File: config.mk
export PLATFORM = sky130hd
export DESIGN_NAME = data_addr_decoder
export DESIGN_NICKNAME = d
export VERILOG_FILES = /design/src/rtl/dmap_pkg.sv /design/src/rtl/dmap_bank_sel.sv /design/src/rtl/dmap_high_dec.sv /design/src/rtl/data_addr_decoder.sv
export SDC_FILE = /design/constraint.sdc
export NUM_CORES = 1
export LEC_CHECK = 0
export ABC_AREA = 0
export CORE_UTILIZATION = 41
export CTS_CLUSTER_DIAMETER = 120
export DETAILED_ROUTE_END_ITERATION = 8
export PLACE_DENSITY_LB_ADDON = 0.05
export SETUP_SLACK_MARGIN = 0.05
export SKIP_LAST_GASP = 1
export SYNTH_ARGS = -nofsm -noshare
export SYNTH_HDL_FRONTEND = slang
export SYNTH_SLANG_ARGS = --single-unit
File: constraint.sdc
create_clock -name clk -period 5.3 [get_ports clk]
set_input_delay 1.06 -clock clk [delete_from_list [all_inputs] [get_ports clk]]
set_output_delay 1.06 -clock clk [all_outputs]
set_load 0.05 [all_outputs]
File: src/rtl/dmap_pkg.sv
package dmap_pkg;

    typedef enum logic [2:0] {
        ZONE_IDLE = 3'd0,
        ZONE_VOID = 3'd1,
        ZONE_RAM  = 3'd2,
        ZONE_REG  = 3'd3,
        ZONE_PER  = 3'd4
    } zone_e;

    typedef enum logic [2:0] {
        AREA_EXT   = 3'd0,
        AREA_CTRL  = 3'd1,
        AREA_PORT  = 3'd2,
        AREA_SHIFT = 3'd3,
        AREA_TIMER = 3'd4,
        AREA_CNTL  = 3'd5,
        AREA_PSW   = 3'd6
    } area_e;

    typedef struct packed {
        zone_e       zone;
        area_e       area;
        logic [5:0]  off;
    } hi_dec_t;

    localparam logic [7:0] FILL_BYTE     = 8'hFF;
    localparam logic [2:0] TRAP_ROW      = 3'b111;
    localparam logic [7:0] EXT_BASE      = 8'h90;

    // Decode of the always-visible upper half (bit 7 set).
    function automatic hi_dec_t decode_high(input logic [7:0] a);
        hi_dec_t d;
        d.zone = ZONE_VOID;
        d.area = AREA_EXT;
        d.off  = '0;
        case (a[7:4])
            4'h9, 4'hA, 4'hB: begin
                d.zone = ZONE_PER;
                d.area = AREA_EXT;
                d.off  = 6'(a - EXT_BASE);
            end
            4'hC: begin
                d.zone = ZONE_PER;
                d.area = AREA_CTRL;
                d.off  = {2'b00, a[3:0]};
            end
            4'hD: begin
                d.zone = ZONE_PER;
                d.area = AREA_PORT;
                d.off  = {2'b00, a[3:0]};
            end
            4'hE: begin
                case (a[3:0])
                    4'h9: begin
                        d.zone = ZONE_PER;
                        d.area = AREA_SHIFT;
                    end
                    4'hA, 4'hB, 4'hC, 4'hD: begin
                        d.zone = ZONE_PER;
                        d.area = AREA_TIMER;
                        d.off  = {4'b0000, 2'(a[1:0] - 2'd2)};
                    end
                    4'hE: begin
                        d.zone = ZONE_PER;
                        d.area = AREA_CNTL;
                    end
                    4'hF: begin
                        d.zone = ZONE_PER;
                        d.area = AREA_PSW;
                    end
                    default: d.zone = ZONE_VOID;
                endcase
            end
            4'hF: begin
                d.zone = ZONE_REG;
                d.off  = {2'b00, a[3:0]};
            end
            default: d.zone = ZONE_VOID;
        endcase
        return d;
    endfunction

endpackage

File: src/rtl/dmap_bank_sel.sv
module dmap_bank_sel
    import dmap_pkg::*;
#(
    parameter int NUM_BANKS = 4,
    parameter int BANK_W    = 2
) (
    input  logic [2:0]        row,
    input  logic              stack,
    input  logic              bank_en,
    input  logic [7:0]        seg,
    output logic [BANK_W-1:0] bank,
    output logic              backed
);

    logic trap_row;
    logic use_seg;
    logic seg_ok;

    assign trap_row = (row == TRAP_ROW);

    generate
        if (NUM_BANKS == 1) begin : g_single
            assign use_seg = 1'b0;
            assign seg_ok  = 1'b0;
            assign bank    = '0;
        end else begin : g_multi
            assign use_seg = bank_en && !stack;
            assign seg_ok  = (int'(seg) < NUM_BANKS);
            assign bank    = use_seg ? seg[BANK_W-1:0] : '0;
        end
    endgenerate

    always_comb begin
        if (use_seg) begin
            backed = seg_ok && ((seg != 8'd0) || !trap_row);
        end else begin
            backed = !trap_row;
        end
    end

endmodule

File: src/rtl/dmap_high_dec.sv
module dmap_high_dec
    import dmap_pkg::*;
(
    input  logic [7:0] addr,
    output hi_dec_t    dec
);

    always_comb begin
        dec = decode_high(addr);
    end

endmodule

File: src/rtl/data_addr_decoder.sv
module data_addr_decoder
    import dmap_pkg::*;
#(
    parameter  int NUM_BANKS = 4,
    localparam int BANK_W    = (NUM_BANKS > 1) ? $clog2(NUM_BANKS) : 1
) (
    input  logic              clk,
    input  logic              rst,
    input  logic              acc_en,
    input  logic              acc_wr,
    input  logic              acc_stack,
    input  logic              bank_en,
    input  logic [7:0]        seg,
    input  logic [7:0]        addr,
    output logic              ram_sel,
    output logic              ram_we,
    output logic [BANK_W-1:0] ram_bank,
    output logic [6:0]        ram_off,
    output logic              reg_sel,
    output logic              reg_we,
    output logic [3:0]        reg_idx,
    output logic              per_sel,
    output logic              per_we,
    output logic [2:0]        per_area,
    output logic [5:0]        per_off,
    output logic              fill_rd,
    output logic [7:0]        fill_data
);

    logic [BANK_W-1:0] bank_c;
    logic              backed_c;
    hi_dec_t           hi_c;
    zone_e             zone_c;

    dmap_bank_sel #(
        .NUM_BANKS (NUM_BANKS),
        .BANK_W    (BANK_W)
    ) u_bank (
        .row     (addr[6:4]),
        .stack   (acc_stack),
        .bank_en (bank_en),
        .seg     (seg),
        .bank    (bank_c),
        .backed  (backed_c)
    );

    dmap_high_dec u_high (
        .addr (addr),
        .dec  (hi_c)
    );

    always_comb begin
        if (!acc_en) begin
            zone_c = ZONE_IDLE;
        end else if (addr[7]) begin
            zone_c = hi_c.zone;
        end else begin
            zone_c = backed_c ? ZONE_RAM : ZONE_VOID;
        end
    end

    always_ff @(posedge clk) begin
        if (rst) begin
            ram_sel   <= 1'b0;
            ram_we    <= 1'b0;
            ram_bank  <= '0;
            ram_off   <= '0;
            reg_sel   <= 1'b0;
            reg_we    <= 1'b0;
            reg_idx   <= '0;
            per_sel   <= 1'b0;
            per_we    <= 1'b0;
            per_area  <= '0;
            per_off   <= '0;
            fill_rd   <= 1'b0;
            fill_data <= '0;
        end else begin
            ram_sel   <= (zone_c == ZONE_RAM);
            ram_we    <= (zone_c == ZONE_RAM) && acc_wr;
            ram_bank  <= bank_c;
            ram_off   <= addr[6:0];
            reg_sel   <= (zone_c == ZONE_REG);
            reg_we    <= (zone_c == ZONE_REG) && acc_wr;
            reg_idx   <= hi_c.off[3:0];
            per_sel   <= (zone_c == ZONE_PER);
            per_we    <= (zone_c == ZONE_PER) && acc_wr;
            per_area  <= hi_c.area;
            per_off   <= hi_c.off;
            fill_rd   <= (zone_c == ZONE_VOID) && !acc_wr;
            fill_data <= ((zone_c == ZONE_VOID) && !acc_wr) ? FILL_BYTE : 8'h00;
        end
    end

endmodule

* Word level (Yosys, flattened, before mapping)
Cells that the tools add are included.
** Operators by class
- Add/subtract/negate cells :: 2
- $mul :: 0
- Divide/modulo/power cells :: 0
- Magnitude comparators :: 1
- Equality and inequality tests :: 19
- Shift operators :: 0
- Multiplexer cells :: 11
- Bitwise operators :: 1
- Reductions and logical operators :: 17
** Operators by type and width (count)
- equality test 4 bit (second input constant) :: 14
- one-hot mux 3 bit (3 select lines) :: 2
- one-hot mux 6 bit (3 select lines) :: 1
- one-hot mux 3 bit (4 select lines) :: 1
- two-way mux 3 bit :: 3
- less-than comparator 8 x 3 -> 1 bit (second input constant) :: 1
- two-way mux 8 bit :: 1
- nonzero test 8 bit :: 1
- OR reduction 7 bit :: 1
- equality test 3 x 2 -> 1 bit (second input constant) :: 2
- equality test 3 bit (second input constant) :: 2
- logical AND 1 bit :: 6
- OR reduction 3 bit :: 2
- subtractor 6 x 5 -> 6 bit (second input constant) :: 1
- OR reduction 5 bit :: 1
- two-way mux 2 bit :: 2
- OR reduction 4 bit :: 1
- equality test 3 x 1 -> 1 bit (second input constant) :: 1
- logical NOT 1 bit :: 3
- OR reduction 2 bit :: 1
- subtractor 2 bit (second input constant) :: 1
- logical OR 1 bit :: 1
- two-way mux 1 bit :: 1
- inverter 1 bit :: 1
** Word-level totals
- Bits in registers :: 37
- Bits in latches :: 0
- Bits in writable memories :: 0
- Bits in read-only memories :: 0
- Input port bits :: 22
- Output and inout port bits :: 37
- Memories :: 0

* Longest topological paths before layout
Gate-level depths: netlist of run 1.
- Depth after elaboration :: 11
- Gate-level depth with buffers :: 7

* By module
A second synthesis of run 1 with hierarchy kept.
** Second synthesis, totals
- Cells, all modules :: 121
- Area total of the unflattened synthesis :: 1196.1 um^2
** By module, submodules not included
- data_addr_decoder :: instances 1, cells each 73, area an instance 862.1 um^2, sequential area each 500.5 um^2
- dmap_high_dec :: instances 1, cells each 41, area an instance 277.8 um^2, sequential area each 0.0 um^2
- dmap_bank_sel :: instances 1, cells each 7, area an instance 56.3 um^2, sequential area each 0.0 um^2

* Worst setup path after synthesis of run 1
OpenSTA, ideal clock, no wires.
- Kind :: input -> register
- Start point :: input seg[4]
- End point :: register reg_we
- Library setup time :: 0.078 ns
- Arrival time :: 2.358 ns
- Data required time :: 5.222 ns
- Path slack :: 2.864 ns
- Stages :: 5
- Cell sequence :: or4_4 > o31a_1 > a311oi_2 > nand3b_2 > nor3_1
** On the way
- Word-level cells in the longest chain between the ends :: 9
- Elaborated cells between the ends (all ways) :: 10
- Those cells by class :: order compare (1); eq/ne (1); mux (4); reduce/logical (4)
** Ends and longest elaborated chain
- start, declared :: line data_addr_decoder.sv:13 : input logic [7:0] seg,
- parallel branches: the longest is 2 deep, another holds less-than comparator 8 x 3 -> 1 bit
- logical AND 1 bit * :: line dmap_bank_sel.sv:35 : backed = seg_ok && ((seg != 8'd0) || !trap_row);
- two-way mux 1 bit * :: line dmap_bank_sel.sv:34 : if (use_seg) begin
- two-way mux 2 bit * :: line data_addr_decoder.sv:58 : zone_c = backed_c ? ZONE_RAM : ZONE_VOID;
- two-way mux 3 bit * :: line data_addr_decoder.sv:55 : end else if (addr[7]) begin
- two-way mux 3 bit * :: line data_addr_decoder.sv:53 : if (!acc_en) begin
- equality test 3 x 2 -> 1 bit * :: line data_addr_decoder.sv:83 : reg_we <= (zone_c == ZONE_REG) && acc_wr;
- logical AND 1 bit * :: line data_addr_decoder.sv:83
- end signal, assigned :: line data_addr_decoder.sv:83
- end, declared :: line data_addr_decoder.sv:20 : output logic reg_we,
Every way passes the cells marked *.
A chain may end at the register's enable or synchronous reset.

==> results of run 1 <==
==> state kept, by name (all words and copies together) (netlist names) <==
| name | count |
|---|---|
| reg_sel | 1 |
| ram_we | 1 |
| reg_idx | 3 |
| ram_off | 7 |
| fill_data | 1 |
| per_area | 3 |
| per_sel | 1 |
| reg_we | 1 |
| ram_bank | 2 |
| ram_sel | 1 |
| per_off | 3 |
| per_we | 1 |
==> how the worst max path moves through the flow <==
| stage | start | end | slack, ns | cells past startpoint |
|---|---|---|---|---|
| after CTS | fill_data[6]$_SDFF_PP0_ | fill_data[2] | 2.59 | 1 |
| after detailed placement | addr[4] | fill_data[6]$_SDFF_PP0_ | 2.31 | 7 |
| after global routing | addr[4] | per_we$_SDFF_PP0_ | 2.43 | 8 |
| final | fill_data[6]$_SDFF_PP0_ | fill_data[2] | 2.62 | 1 |
| after global placement | addr[4] | fill_data[6]$_SDFF_PP0_ | 2.27 | 7 |
| after floorplan | seg[4] | reg_we$_SDFF_PP0_ | 2.86 | 5 |
==> per-stage QoR <==
step | setup WS, ns | hold slack, ns | area [um^2] | std cells
2_1_floorplan | 2.86 | 1.13 | 1080 | 116
3_3_place_gp | 2.27 | 1.69 | 1600 | 190
3_5_place_dp | 2.31 | 1.69 | 1600 | 190
4_1_cts | 2.59 | 1.35 | 1630 | 194
5_1_grt | 2.43 | 1.37 | 1630 | 194
6_report | 2.62 | 1.35 | 1630 | 194
==> cell usage in the layout, fill, tap and decap left out, drive strengths merged, types with 2 or more instances in the layout <==
master          n
nor2           12
inv             7
and2            3
nor3b           3
clkbuf          3
nor3           10
nand2b          3
o21ai           3
nand2           6
dfxtp          25
nor2b           3
clkdlybuf4s50  58
nand3           2
or4             2
a21oi           2
ha              4
==> report_power, final <==
part	internal [mW]	total [mW]	switching, mW
Clock	0.0282	0.0823	0.0541
Combinational	0.0407	0.100	0.0595
Sequential	0.194	0.196	0.00199
Total	0.263	0.379	0.116
==> area by class of cell <==
class | instances | area [um^2]
inverter | 7 | 26.3
sequential | 25 | 500
clock buffer | 3 | 22.5
multi-input combinational | 70 | 459
clock inverter | 1 | 5.00
timing repair buffer | 58 | 581
fill | 233 | 846
tap | 30 | 37.5
==> layer usage <==
layer	share of wire, %	vias to the layer above	track usage [%]
li1	-	485	-
met1	41	439	17.2
met2	52	40	34.2
met3	5.2	7	2.87
met4	1.7	0	6.58
met5	0	-	0
==> logic make-up after synthesis <==
logic type	share of synthesized area (%)
and+or+nand+nor	23.5
DFF	46.1
buffers and inverters	11.5
muxes	0.923
xor gates and xnor gates	0.808
adders and majority gates	4.61
AOI/OAI and AO/OA	12.5
==> flow_summary.yaml, run 1 <==
logic_synthesis:
  ys_ff_latch: 25
  ys.flop_type: "dfxtp_1"
  synth_area_leader_cell: "dfxtp_1"
  synth_seq_area_share_pct: 46.1
  synth_edf_count: 0
  synth_commonest_cells: "25 x dfxtp_1, 12 x buf_4, 12 x nor2_1"
  yosysUniqueCellTypes: 37
  async_flop_share_pct: 0
  yosysWarnings: 0
  avgSynthCellArea_um2: 9.35
  yosys-top-cells-area: "dfxtp_1 46%, buf_4 8.3%, ha_1 4.6%"
  netlist_area_mm2: 0.00108
  synth.top_cell.area_share_pct: 46.1
  syn_inst: 116
  syn-num-nets: 142
  synth_most_common_cell: "dfxtp_1"
route:
  ant_nets: 0
  num_vias: 971
  wl_mm: 2.21
  drt_pass1_iterations: 4
  wl_per_cell_um: 11.4
  drt_iter0_drc: 9
  detail_route.vias_per_cell: 5.01
  route.detailed.drc: 0
die:
  rows: 18
  fp.dieW_um: 53.4
  die_h_um: 53.4
  dieArea_mm2: 0.00286
  ios: 59
  start_util_pct: 43.8
  core_region_area_mm2: 0.00248
worst_setup_path:
  endpoint_kind: "output port"
  crit_type: "register to output port"
  worstSetupStartpointType: "register"
  path_delay_family: "buffers and inverters"
  critPathBufInv: 1
  critical_path_arrival_ns: 1.62
  critical_path.max_stage_delay_ns: 0.85
  path_cells: "clkdlybuf4s50_1"
  worst_path_max_delay_cell: "clkdlybuf4s50_1"
  crit_fanout: 9
  critPathRequiredTime_ns: 4.24
place:
  port_buffers: 58
  place_congestion: 0.828
  hpwl_mm: 1.75
layout:
  drive_above_1_share_pct: 6.10
  area_growth_pct: 50.4
  post-route-util_pct: 65.9
  layout.nets: 191
  num_antenna_cells: 0
timing:
  tightest_slew_ns: 0.555
  relSlewSlack_pct: 62.9
  rsz0062_at_grt: "no"
  finalCriticalPeriod_ns: 2.68
  drv_slew: 0
  setup_viol: 0
  fin_crit_sh_pct: 50.6
  max_freq_mhz: 373
  fin_tns_setup_ns: 0
  hold_viol_final: 0
hold_path:
  min_path_cells: 2
  min_path_type: "primary input to register"
  hold_path.startpoint: "acc_wr"
  min_to: "fill_data[6]$_SDFF_PP0_"
run_status:
  status: "finished, final reports clean"
power_and_ir_drop:
  powerDensity_mw_per_mm2: 232
  finalPower_mw: 0.379
  peakVddDrop_mv: 0.153
  leakagePower_nw: 0.634
run:
  drv_cap: 0
clocking:
  cts_root_buf: "clkbuf_4"
  cts_inserted_buffers: 3
  tritoncts: "yes"
  path_clk_slew_ns: 0.12
  ctsHtreeMaxLevel: 1
  clock-sinks: 25
  cts_buffer_depth: 2
  hold_buffers: 0
  cts_setup_buffers: 0
  post_cts_resized: 0
global_route:
  antenna_found_initial: 0
  overflow: 0
  grt_pass1_vias: 864
  grt_max_degree: 17
  grt_pass1_wl_mm: 3.53
  grt_util_all_layers_pct: 17.2
Power figures use the tool's default switching activity.
==> run 2, diff against run 1 <==
- CORE_UTILIZATION: 41 -> 38
- clock period: 5.3 -> 2.6 ns (I/O delays scaled with it)
==> run 2 against run 1 <==
Net effect: clock power up 100%; die area is 7.6% higher; worst setup slack worse by 2.2 ns; hold slack got worse by 0.54 ns; global-route usage is 3.7 points lower; combinational power increased by 100%; flip-flop and latch count stayed put; count of clock-buffer cells in the layout increased by 1; critical endpoint is now fill_data[6]; highest routed layer unchanged.
==> flow_summary.yaml, run 2 (same netlist as run 1, synthesis figures left out) <==
global_route:
  grt_pass1_wl_mm: 3.26
  grt_max_degree: 14
  grt_pass1_vias: 798
  grt_util_all_layers_pct: 13.5
  antenna_found_initial: 0
  overflow: 0
die:
  dieArea_mm2: 0.00307
  start_util_pct: 39.7
  ios: 59
  die_h_um: 55.4
  core_region_area_mm2: 0.00273
  fp.dieW_um: 55.4
  rows: 19
timing:
  rsz0062_at_grt: "no"
  relSlewSlack_pct: 65.6
  hold_viol_final: 0
  fin_ws_ns: 0.436
  drv_slew: 0
  tightest_slew_ns: 0.515
  fin_crit_sh_pct: 83.2
  max_freq_mhz: 462
  fin_tns_setup_ns: 0
  hold_slack_ns: 0.805
  setup_viol: 0
  finalCriticalPeriod_ns: 2.16
layout:
  final_cell_mix: "58 x clkdlybuf4s50_1, 25 x dfxtp_1, 12 x nor2_1, 10 x nor3_1, 6 x nand2_1"
  top_register: "ram_off"
  area_growth_pct: 51.1
  post-route-util_pct: 60.0
  num_antenna_cells: 0
  fill_cells: 252
  final_common_cell: "clkdlybuf4s50_1"
  finalNonFillerCells: 196
  largest_reg_flops: 7
  stdcell_area_mm2: 0.00164
  layout.nets: 192
  drive_above_1_share_pct: 6.06
place:
  placed_area_mm2: 0.00161
  port_buffers: 58
  hpwl_mm: 1.71
  dp_slack_ns: 0.131
  place_inst: 192
  place_congestion: 0.776
route:
  route.detailed.drc: 0
  detail_route.vias_per_cell: 4.84
  drt_pass1_iterations: 4
  ant_nets: 0
  wl_met3_um: 155
  wl_met1_um: 921
  wl_met2_um: 973
  wl_mm: 2.10
  drt_iter0_drc: 18
  top_layer_used: "met4"
  wl_per_cell_um: 10.7
  num_vias: 948
clocking:
  hold_buffers: 0
  tritoncts: "yes"
  path_clk_slew_ns: 0.12
  cts_inserted_buffers: 3
  cts_setup_buffers: 0
  cts_root_buf: "clkbuf_4"
  post_cts_resized: 0
  ctsHtreeMaxLevel: 1
  cts_buffer_depth: 2
  clock-sinks: 25
hold_path:
  min_path_type: "primary input to register"
  min_to: "fill_data[6]$_SDFF_PP0_"
  min_path_cells: 2
  hold_path.startpoint: "acc_wr"
run:
  drv_cap: 0
worst_setup_path:
  worstSetupStartpointType: "register"
  worst_path_max_delay_cell: "clkdlybuf4s50_1"
  critical_path_arrival_ns: 1.64
  critPathBufInv: 1
  crit_type: "register to output port"
  critical_path.max_stage_delay_ns: 0.85
  critPathRequiredTime_ns: 2.08
  endpoint_kind: "output port"
  path_delay_family: "buffers and inverters"
  crit_fanout: 9
  path_cells: "clkdlybuf4s50_1"
power_and_ir_drop:
  peakVddDrop_mv: 0.456
  leakagePower_nw: 0.636
  powerDensity_mw_per_mm2: 469
  finalPower_mw: 0.769
run_status:
  status: "finished, final reports clean"
[run 2: area by class of cell]
class / count / area, um^2 / share of cell area (%)
well taps: 31 / 38.8 / 2.37
repair buffers: 59 / 588 / 35.9
clock buffers: 4 / 26.3 / 1.60
multi-input cells: 70 / 459 / 28.0
inverters: 7 / 26.3 / 1.60
flip-flops and latches: 25 / 500 / 30.5
[run 2: worst max-delay path by stage]
stage,from,end,cells past startpoint
finish,fill_data[6]$_SDFF_PP0_,fill_data[6],1
global route,addr[4],per_we$_SDFF_PP0_,8
CTS,fill_data[6]$_SDFF_PP0_,fill_data[6],1
detailed placement,addr[4],per_we$_SDFF_PP0_,8
global placement,addr[4],fill_data[6]$_SDFF_PP0_,7
floorplan,seg[4],reg_we$_SDFF_PP0_,5
[run 2: power breakdown]
group	total, mW	leakage [nW]	switching, mW	internal (mW)
clock	0.165	0.0150	0.105	0.0600
combinational	0.204	0.416	0.120	0.0836
sequential	0.400	0.204	0.00412	0.396
total	0.769	0.636	0.229	0.540
[run 2: per-layer routing]
layer / GRT usage (%) / up-vias
li1: - / 488
met1: 16.1 / 412
met2: 21.9 / 43
met3: 3.04 / 5
met4: 8.57 / 0
met5: 0 / -
